$ cat config.mk
export PLATFORM = sky130hd
export DESIGN_NAME = tgt_line_cache
export DESIGN_NICKNAME = d
export VERILOG_FILES = /design/src/rtl/tlc_pkg.sv /design/src/rtl/tlc_tag_bank.sv /design/src/rtl/tlc_line_bank.sv /design/src/rtl/tlc_repl_ptr.sv /design/src/rtl/tgt_line_cache.sv
export SDC_FILE = /design/constraint.sdc
export NUM_CORES = 2
export LEC_CHECK = 0
export BUFFER_PORTS_ARGS = -buffer_cell sky130_fd_sc_hd__buf_2
export CAP_MARGIN = 20
export CORE_MARGIN = 2
export CORE_UTILIZATION = 57
export DETAILED_ROUTE_END_ITERATION = 10
export HOLD_SLACK_MARGIN = 0.08
export PLACE_DENSITY = 0.76
export SLEW_MARGIN = 20
export SYNTH_ARGS = -nofsm -noshare
export SYNTH_HDL_FRONTEND = slang
export SYNTH_SLANG_ARGS = --single-unit
$ cat constraint.sdc
create_clock -name clk -period 25.9 [get_ports clk]
set_clock_uncertainty 0.05 [all_clocks]
set_input_delay 2.59 -clock clk [delete_from_list [all_inputs] [get_ports clk]]
set_output_delay 2.59 -clock clk [all_outputs]
set_load 0.02 [all_outputs]
$ cat src/rtl/tlc_pkg.sv
package tlc_pkg;

  // What a fill does to the store in a given cycle.
  typedef enum logic [1:0] {
    FILL_NONE   = 2'd0,
    FILL_UPDATE = 2'd1,
    FILL_ALLOC  = 2'd2
  } fill_kind_e;

endpackage

$ cat src/rtl/tlc_tag_bank.sv
module tlc_tag_bank #(
  parameter int ENTRIES = 16,
  parameter int ADDR_W  = 32,
  localparam int IDX_W  = (ENTRIES > 1) ? $clog2(ENTRIES) : 1
) (
  input  logic               clk,
  input  logic               rst_n,
  input  logic               flush,
  input  logic               wr_en,
  input  logic [IDX_W-1:0]   wr_idx,
  input  logic [ADDR_W-1:0]  wr_tag,
  input  logic [ADDR_W-1:0]  lk_tag,
  input  logic [ADDR_W-1:0]  fl_tag,
  output logic [ENTRIES-1:0] lk_match,
  output logic [ENTRIES-1:0] fl_match
);

  logic [ADDR_W-1:0]  tag_q [ENTRIES];
  logic [ENTRIES-1:0] valid_q, valid_d;

  // Valid bits: the invalidate wins over a write in the same cycle.
  always_comb begin
    valid_d = valid_q;
    if (flush) begin
      valid_d = '0;
    end else if (wr_en) begin
      valid_d[wr_idx] = 1'b1;
    end
  end

  always_ff @(posedge clk or negedge rst_n) begin
    if (!rst_n) valid_q <= '0;
    else        valid_q <= valid_d;
  end

  for (genvar g = 0; g < ENTRIES; g++) begin : g_ent
    logic tag_we;
    assign tag_we = wr_en && !flush && (wr_idx == IDX_W'(g));

    always_ff @(posedge clk) begin
      if (tag_we) tag_q[g] <= wr_tag;
    end

    assign lk_match[g] = valid_q[g] && (tag_q[g] == lk_tag);
    assign fl_match[g] = valid_q[g] && (tag_q[g] == fl_tag);
  end

  // after an invalidate nothing is left valid.
  a_r7_flush_clears: assert property (@(posedge clk) disable iff (!rst_n)
    flush |=> (valid_q == '0));

  // a written entry is valid in the following cycle.
  a_r4_write_sets_valid: assert property (@(posedge clk) disable iff (!rst_n)
    (wr_en && !flush) |=> valid_q[$past(wr_idx)]);

  // a tag is never held by two valid entries.
  a_r5_single_copy: assert property (@(posedge clk) disable iff (!rst_n)
    $onehot0(lk_match) && $onehot0(fl_match));

endmodule

$ cat src/rtl/tlc_line_bank.sv
module tlc_line_bank #(
  parameter int ENTRIES = 16,
  parameter int LINE_W  = 128,
  localparam int IDX_W  = (ENTRIES > 1) ? $clog2(ENTRIES) : 1
) (
  input  logic               clk,
  input  logic               wr_en,
  input  logic [IDX_W-1:0]   wr_idx,
  input  logic [LINE_W-1:0]  wr_line,
  input  logic [ENTRIES-1:0] rd_sel,
  output logic [LINE_W-1:0]  rd_line
);

  logic [LINE_W-1:0] line_q [ENTRIES];

  for (genvar g = 0; g < ENTRIES; g++) begin : g_line
    logic line_we;
    assign line_we = wr_en && (wr_idx == IDX_W'(g));
    always_ff @(posedge clk) begin
      if (line_we) line_q[g] <= wr_line;
    end
  end

  // AND-OR read: the select is one-hot or empty, so an empty select gives zeros.
  always_comb begin
    rd_line = '0;
    for (int i = 0; i < ENTRIES; i++) begin
      rd_line = rd_line | (line_q[i] & {LINE_W{rd_sel[i]}});
    end
  end

endmodule

$ cat src/rtl/tlc_repl_ptr.sv
module tlc_repl_ptr #(
  parameter int ENTRIES = 16,
  localparam int IDX_W  = (ENTRIES > 1) ? $clog2(ENTRIES) : 1,
  localparam logic [IDX_W-1:0] LAST = IDX_W'(ENTRIES - 1)
) (
  input  logic             clk,
  input  logic             rst_n,
  input  logic             clear,
  input  logic             adv,
  output logic [IDX_W-1:0] ptr
);

  logic [IDX_W-1:0] ptr_q, ptr_d;

  always_comb begin
    ptr_d = ptr_q;
    if (clear) begin
      ptr_d = '0;
    end else if (adv) begin
      ptr_d = (ptr_q == LAST) ? '0 : ptr_q + 1'b1;
    end
  end

  always_ff @(posedge clk or negedge rst_n) begin
    if (!rst_n) ptr_q <= '0;
    else        ptr_q <= ptr_d;
  end

  assign ptr = ptr_q;

  // the pointer steps by one and wraps after the last entry.
  a_r4_ptr_step: assert property (@(posedge clk) disable iff (!rst_n)
    (adv && !clear) |=> (ptr_q == (($past(ptr_q) == LAST) ? '0 : $past(ptr_q) + 1'b1)));

  // an invalidate sends the pointer back to entry 0.
  a_r7_ptr_clear: assert property (@(posedge clk) disable iff (!rst_n)
    clear |=> (ptr_q == '0));

  // without an allocation the pointer holds.
  a_r5_ptr_hold: assert property (@(posedge clk) disable iff (!rst_n)
    (!adv && !clear) |=> $stable(ptr_q));

endmodule

$ cat src/rtl/tgt_line_cache.sv
module tgt_line_cache
  import tlc_pkg::*;
#(
  parameter int ENTRIES    = 16,
  parameter int LINE_BYTES = 16,
  parameter int ADDR_W     = 32,
  localparam int LINE_W    = LINE_BYTES * 8,
  localparam int IDX_W     = (ENTRIES > 1) ? $clog2(ENTRIES) : 1
) (
  input  logic              clk,
  input  logic              rst_n,
  input  logic              lkp_req,
  input  logic [ADDR_W-1:0] lkp_addr,
  output logic              lkp_hit,
  output logic [LINE_W-1:0] lkp_line,
  input  logic              fil_req,
  input  logic [ADDR_W-1:0] fil_addr,
  input  logic [LINE_W-1:0] fil_line,
  input  logic              inv_all
);

  logic [ENTRIES-1:0] lk_match, fl_match;
  logic [IDX_W-1:0]   vic_idx, upd_idx, wr_idx;
  logic [LINE_W-1:0]  rd_line;
  fill_kind_e         fill_kind;
  logic               wr_en, collide, any_lk;

  // Decide whether a fill updates in place, allocates or is dropped.
  always_comb begin
    if (!fil_req || inv_all) fill_kind = FILL_NONE;
    else if (|fl_match)      fill_kind = FILL_UPDATE;
    else                     fill_kind = FILL_ALLOC;
  end

  always_comb begin
    upd_idx = '0;
    for (int i = 0; i < ENTRIES; i++) begin
      if (fl_match[i]) upd_idx = upd_idx | IDX_W'(i);
    end
  end

  assign wr_en  = (fill_kind != FILL_NONE);
  assign wr_idx = (fill_kind == FILL_UPDATE) ? upd_idx : vic_idx;

  tlc_tag_bank #(.ENTRIES(ENTRIES), .ADDR_W(ADDR_W)) u_tags (
    .clk      (clk),
    .rst_n    (rst_n),
    .flush    (inv_all),
    .wr_en    (wr_en),
    .wr_idx   (wr_idx),
    .wr_tag   (fil_addr),
    .lk_tag   (lkp_addr),
    .fl_tag   (fil_addr),
    .lk_match (lk_match),
    .fl_match (fl_match)
  );

  tlc_line_bank #(.ENTRIES(ENTRIES), .LINE_W(LINE_W)) u_lines (
    .clk     (clk),
    .wr_en   (wr_en),
    .wr_idx  (wr_idx),
    .wr_line (fil_line),
    .rd_sel  (lk_match),
    .rd_line (rd_line)
  );

  tlc_repl_ptr #(.ENTRIES(ENTRIES)) u_ptr (
    .clk   (clk),
    .rst_n (rst_n),
    .clear (inv_all),
    .adv   (fill_kind == FILL_ALLOC),
    .ptr   (vic_idx)
  );

  // a fill for the same address this cycle forces a miss.
  assign collide  = fil_req && (fil_addr == lkp_addr);
  assign any_lk   = |lk_match;
  assign lkp_hit  = lkp_req && any_lk && !collide;
  assign lkp_line = lkp_hit ? rd_line : '0;

  a_r9_collide_miss: assert property (@(posedge clk) disable iff (!rst_n)
    (lkp_req && fil_req && (lkp_addr == fil_addr)) |-> !lkp_hit);

  a_r10_idle_quiet: assert property (@(posedge clk) disable iff (!rst_n)
    !lkp_req |-> (!lkp_hit && (lkp_line == '0)));

  // a completed fill is found by a lookup of that address next cycle.
  a_r9_fill_visible: assert property (@(posedge clk) disable iff (!rst_n)
    (fil_req && !inv_all) |=> (lkp_req && (lkp_addr == $past(fil_addr)) && !fil_req) |-> lkp_hit);

  a_r7_miss_after_inv: assert property (@(posedge clk) disable iff (!rst_n)
    inv_all |=> !lkp_hit);

endmodule

Yosys cells after proc, flatten, opt, wreduce, memory -nomap -nowiden:

Memory sizes are Yosys's and may differ from the RTL's.
Index checks and enable logic that the tools add are counted.

* RAM bits: 2560
* logic and storage cells: 379
* memories kept: 2
* bits of input ports: 197
* output and inout bits: 129
* flip-flop bits (word level): 20

* bitwise operators: 32
* equal/unequal tests: 51
* add/subtract/negate cells: 1
* mux-type cells: 180
* reductions and logical operators: 109
* order comparisons: 2

Memories
* u_lines.line_q: depth 16, bits a word 128, read ports 16, clocked after Yosys merged registers in 0, wr ports 1, RTL line tlc_line_bank.sv:14 `logic [LINE_W-1:0] line_q [ENTRIES];`
* u_tags.tag_q: depth 16, bits a word 32, read ports 16, clocked after Yosys merged registers in 0, wr ports 1, RTL line tlc_tag_bank.sv:18 `logic [ADDR_W-1:0] tag_q [ENTRIES];`

Operators with widths (number)
* 128-bit AND: 16
* 128-bit 2-to-1 mux: 16
* 128-bit bitwise OR: 15
* 128-bit OR reduction: 15
* 32-bit == test: 33
* 32-bit 2-to-1 mux: 15
* 32-bit OR reduction: 15
* 4-bit 2-to-1 mux: 42
* 1-bit 2-to-1 mux: 96
* 1-bit logical AND: 69
* 4-bit == test, second input constant: 9
* 16-bit 2-to-1 mux: 2
* 16-bit OR reduction: 2
* 4-bit by 3-bit == test with 1-bit output, second input constant: 4
* 16-bit bitwise OR: 1
* 3-bit 2-to-1 mux: 4
* 4-bit by 2-bit == test with 1-bit output, second input constant: 2
* 2-bit 2-to-1 mux: 4
* 2-bit nonzero test: 3
* 4-bit by 5-bit < comparator with 1-bit output, second input constant: 1
* 4-bit by 1-bit adder with 4-bit output, second input constant: 1
* 1-bit demux with 4-bit select: 1
* 4-bit by 1-bit == test with 1-bit output, second input constant: 1
* 4-bit by 1-bit >= comparator with 1-bit output, second input constant: 1
* other kinds (5): 7

Depth between registers and ports, before layout:

An unclocked memory read counts as a cell.

* word-level depth: 39
* mapped depth: 12

Cells and area by module:

From an unflattened synthesis, not the netlist that was laid out.

* cell total of the unflattened synthesis: 5810
* area, all modules: 103380.4 um^2

Modules (own cells, without submodules)
* tlc_line_bank: instances 1, area an instance 72821.1 um^2, cells an instance 3447
* tlc_tag_bank: instances 1, area an instance 28700.0 um^2, cells an instance 2115
* tgt_line_cache: instances 1, area an instance 1667.8 um^2, cells an instance 229
* tlc_repl_ptr: instances 1, area an instance 191.4 um^2, cells an instance 19

Worst setup path after synthesis:

No wires, ideal clock.

* path kind: input to register
* start point: in fil_addr[19]
* end point: mem u_lines.line_q[7][104] (netlist: u_lines.line_q[0][1000]) (enable)
* arrival time: 19555 ps
* cell stages on the path: 9
* path slack: 5224 ps
* required time: 24779 ps
* path buffers: 1
* cells stage by stage: buf_4 xor2_1 nor4_2 nand4_1 or4_4 o41ai_2 nor3_2 mux2i_4 nor4_1

* elaborated cells on any way between the ends: 162
* those cells by class: eq/ne (32); mux (80); reduce/logical (50)

RTL lines
* start: declaration: RTL line tgt_line_cache.sv:17 `input logic [ADDR_W-1:0] fil_addr,`
* 32-bit == test: RTL line tlc_tag_bank.sv:45 `assign fl_match[g] = valid_q[g] && (tag_q[g] == fl_tag);`
* 1-bit logical AND: RTL line tlc_tag_bank.sv:45
* 1-bit 2-to-1 mux: RTL line tgt_line_cache.sv:38 `if (fl_match[i]) upd_idx = upd_idx | IDX_W'(i);`
* 2-bit 2-to-1 mux (2 in a row): RTL line tgt_line_cache.sv:38
* 3-bit 2-to-1 mux (4 in a row): RTL line tgt_line_cache.sv:38
* 4-bit 2-to-1 mux (8 in a row): RTL line tgt_line_cache.sv:38
* 4-bit 2-to-1 mux: RTL line tgt_line_cache.sv:43 `assign wr_idx = (fill_kind == FILL_UPDATE) ? upd_idx : vic_idx;`
* 4-bit by 3-bit == test with 1-bit output: RTL line tlc_line_bank.sv:18 `assign line_we = wr_en && (wr_idx == IDX_W'(g));`
* 1-bit logical AND (*): RTL line tlc_line_bank.sv:18
* named net u_lines.g_line[7].line_we: RTL line tlc_line_bank.sv:17 `logic line_we;`
* 1-bit 2-to-1 mux (*): RTL line tlc_line_bank.sv:20 `if (line_we) line_q[g] <= wr_line;`
* 1-bit 2-to-1 mux (not written as such) (*): RTL line tlc_line_bank.sv:20
* 128-bit OR reduction (no line)
* 4-bit 2-to-1 mux (no line) or 1-bit 2-to-1 mux (tied branches) (9 in a row)
* end: declaration: RTL line tlc_line_bank.sv:14

Mark *: on every way through the listed nets, which the timed path passes. The rest lies on a longest branch.

Final worst setup path:

* start point: in lkp_addr[24]
* end point: out lkp_line[12]

* word-level cells in the longest chain between the ends: 19
* elaborated cells on any way between the ends: 70
* those cells by class: eq/ne (17); mux (1); bitwise (31); reduce/logical (21)

Ends and longest elaborated chain
* start: declaration: RTL line tgt_line_cache.sv:13 `input logic [ADDR_W-1:0] lkp_addr,`
* 32-bit == test: RTL line tlc_tag_bank.sv:44 `assign lk_match[g] = valid_q[g] && (tag_q[g] == lk_tag);`
* 1-bit logical AND: RTL line tlc_tag_bank.sv:44
* 128-bit AND: RTL line tlc_line_bank.sv:28 `rd_line = rd_line | (line_q[i] & {LINE_W{rd_sel[i]}});`
* 128-bit bitwise OR (15 in a row): RTL line tlc_line_bank.sv:28
* 128-bit 2-to-1 mux (*): RTL line tgt_line_cache.sv:79 `assign lkp_line = lkp_hit ? rd_line : '0;`
* end: declaration: RTL line tgt_line_cache.sv:15 `output logic [LINE_W-1:0] lkp_line,`

Every way passes the cells marked *; elsewhere a longest branch is shown, timed or not.

==> results by group <==
Yosys
  • Post-synth cell types: 53
  • FFs w/ async S/R, synth: less than 1%
  • Syn Inst Count: 5,755
  • Count leader, synth: edfxtp_1
  • Syn Area/Cell: 17.8 um2
  • Area contributors post-synth: edfxtp_1 75%, xor2_1 5.9%, a221oi_1 3.8%, a22o_1 3.8%, xnor2_1 3.2%
  • Synth Flop Type: edfxtp_1
  • Share of the synthesized area in the top cell type: about three quarters
  • Cell taking the most area after synthesis: edfxtp_1
  • Syn_nets: 5,953
  • Number of synthesized flops with an enable pin: 2,560
  • Flip-flop and latch count after synthesis: 2,580
  • Warnings from Yosys: 0
  • Synth top cells by count: 2,560 x edfxtp_1, 684 x xor2_1, 446 x a221oi_1, 446 x a22o_1, 368 x xnor2_1
  • Post-synthesis sequential area ratio: 75.7%
  • Cell Area, Synth: ~100,000 um2

Critical path
  • CP max stage cell: buf_2
  • Startpoint Class: input pin
  • Crit-path max FO: roughly 130
  • Cell Chain, Critical Path: buf_2 -> xor2_1 -> nor4_1 -> nand3_1 -> nor3_2 -> buf_12 -> nor4_1 -> nand4_1 -> nand3_4 -> buf_4 -> buf_4 -> a41oi_1 -> buf_2
  • Critical path arrival: around 8500 ps
  • CP endpoint kind: output pin
  • Kind of critical path: in2out
  • CP peak stage delay: 800 ps
  • Req. time, crit path: 23,260 ps
  • Critical path buffers and inverters: 5
  • Cell family contributing the most delay on the critical path: buffers and inverters

Timing
  • Worst slew pin tran: between 1000 and 1500 ps
  • Final period utilization: ~43%
  • Crit path time final: 11,170 ps
  • Final Setup Violations: 0
  • RSZ-0062 raised after global routing: no
  • Final hold violations: 0
  • Max Fclk: roughly 0.090 GHz
  • Setup TNS: 0 ps
  • Slew Viols, Final: 0
  • Max-slew headroom: 0.721%

Floorplanning
  • Site Rows: around 160
  • Starting Density: 57.3%
  • I/O pins: 326
  • Die width: 427 um
  • Core area: 178,000 um2
  • DIE HEIGHT: 427 um
  • Die area: 183,000 um2

Detailed routing
  • Routed Antenna Nets: 0
  • Via count: 60,300
  • Post-DR wirelength/cell: 34.9 um
  • Initial DRC Count: 9,114
  • Drt drc: 0
  • Drt first pass iters: 7
  • Final WL: 302,000 um
  • DR vias/cell: 6.97

Placed design
  • I/O Buffers: 325
  • RePlAce Congestion: 0.902
  • DP Wirelength: about 140,000 um
  • Placed cells: 8,176

Clock network
  • Root Driver: clkbuf_16
  • Clock net sink count: ~2,600
  • Clock Path Buffers: 4
  • Resize count post-CTS: 0
  • Setup Fix Bufs, Post-CTS: 0
  • CTS tree: done
  • Hold Buf Count CTS: 0
  • H-Tree Depth: 5
  • Clock Latency Late Sink: 920 ps
  • Clk pin slew, worst setup/hold paths: 60 ps
  • Num CTS Buffers: 275

Finish
  • Number of fill cells: 12,000
  • Layout cell share with drive strength beyond 1: 13.4%
  • Fin nets: approximately 6,300
  • Post-route non-filler standard cell count: 8,662
  • Area Growth Syn to Fin: 11.8%

Global route
  • Grt ovf: 0
  • Antenna violations before repair: 56
  • Wire length of the first global-routing pass: roughly 420,000 um
  • Largest net degree at the start of global routing: 130
  • GRT Total Usage: 32.7%
  • Vias in the first global route: 59,100

Job
  • Max cap viols: 0

Worst hold path
  • Worst Hold Class: reg2reg

Power and ir drop
  • Worst vdd ir: 63.6 uV
  • Pwr dens: around 75 nW/um2
  • Total leakage power: 35.6 nW

Status
  • Status: finished clean
==> cell usage in the layout, fill, tap and decap left out, types with 4 or more instances in the layout <==
| cell | netlist | final |
|---|---|---|
| o32ai_1 | 8 | 8 |
| nor3_2 | 1 | 26 |
| nor2_1 | 16 | 16 |
| diode_2 | 0 | 33 |
| nor3_1 | 63 | 37 |
| clkbuf_1 | 61 | 55 |
| a31oi_1 | 67 | 67 |
| dfrtp_1 | 20 | 20 |
| clkinv_1 | 0 | 57 |
| buf_2 | 212 | 325 |
| o41ai_2 | 4 | 4 |
| xnor2_1 | 368 | 368 |
| o21ai_1 | 4 | 4 |
| or3_1 | 4 | 4 |
| clkbuf_16 | 0 | 284 |
| clkinvlp_4 | 0 | 4 |
| buf_4 | 39 | 88 |
| nor4_1 | 176 | 171 |
| nand4_1 | 120 | 120 |
| clkinv_2 | 0 | 34 |
| nand4_2 | 4 | 4 |
| edfxtp_1 | 2560 | 2560 |
| and3_1 | 66 | 66 |
| nor4_2 | 3 | 7 |
| xor2_1 | 684 | 684 |
| nand2b_1 | 10 | 10 |
| nand2_1 | 7 | 7 |
| nand3_1 | 55 | 54 |
| a22oi_1 | 132 | 132 |
| or4_4 | 5 | 5 |
| bufinv_16 | 0 | 13 |
| inv_1 | 18 | 18 |
| a221oi_1 | 446 | 446 |
| a22o_1 | 446 | 446 |
| buf_12 | 0 | 26 |
| a41oi_1 | 62 | 62 |
==> registers in the layout (all words and copies together) (netlist names) <==
signal	cells
u_lines.line_q	2048
u_ptr.ptr	4
u_tags.tag_q	512
u_tags.valid_q	16
==> layout make-up <==
class | instances | area [um2] | area share (%)
sequential | 2580 | 77400 | 67.7
multi-input combinational | 2784 | 22800 | 20.0
clock buffer | 341 | 7340 | 6.42
tap | 2355 | 2950 | 2.58
timing repair buffer | 439 | 2810 | 2.46
clock inverter | 112 | 847 | 0.741
antenna | 33 | 82.6 | 0.0722
inverter | 18 | 67.6 | 0.0591
==> worst paths after layout <==
check,from,endpoint,slack (ps),depth (start not counted)
setup / recovery,lkp_addr[24],lkp_line[12],14730,13
hold / removal,u_tags.valid_q[13],u_tags.valid_q[13],510,2
setup reg to reg,u_tags.tag_q[0][24],u_lines.line_q[1][591],20160,11
hold reg to reg,u_tags.valid_q[13],u_tags.valid_q[13],510,2
max in group asynchronous,rst_n,u_tags.valid_q[7],23810,1
min in group asynchronous,rst_n,u_tags.valid_q[1],1600,1
==> routing by layer <==
layer	global-route usage, %	up-vias	wire length, um
met3	6.01	820	33100
met1	42.8	30700	109000
met4	17.1	24	16100
met2	52.6	4576	143000
met5	0	-	151
li1	-	24200	-
==> logic make-up after synthesis <==
group	synth area share, %
adders and majority gates	0.0122
AOI/OAI and AO/OA	9.90
and+or+nand+nor	3.16
DFF	75.7
xor gates and xnor gates	9.01
buffers and inverters	2.15
muxes	0.0722
==> through the flow <==
step / utilization (%) / hold WS [ps] / power [mW] / instance area (um2) / setup slack, ps
final: 64.1 / 512 / 8.56 / 114000 / 14730
after global routing: 64.1 / 517 / 8.75 / 114000 / 14850
after CTS: 64.1 / 496 / 8.57 / 114000 / 14890
after detailed placement: 59.5 / 471 / 4.99 / 106000 / 14990
after global placement: 59.5 / 464 / 4.98 / 106000 / 15020
after floorplan: - / 421 / 4.87 / 102000 / 5220
==> power by group <==
| part | internal [mW] | switching [mW] | leakage (nW) |
|---|---|---|---|
| Combinational | 0.0684 | 0.206 | 8.30 |
| Clock | 2.12 | 1.53 | 4.01 |
| Sequential | 4.62 | 0.0116 | 23.3 |
==> worst register-to-register path, stage by stage (launching register included) <==
cell,delay (ps)
edfxtp_1,470
xnor2_1,220
nand4_1,130
nor4_1,510
nand4_1,380
and4_1,330
nor4_1,260
o21ai_1,330
nor3_2,290
buf_4,800
buf_4,770
buf_4,780
Note: power is estimated with default switching activity, not from simulation.
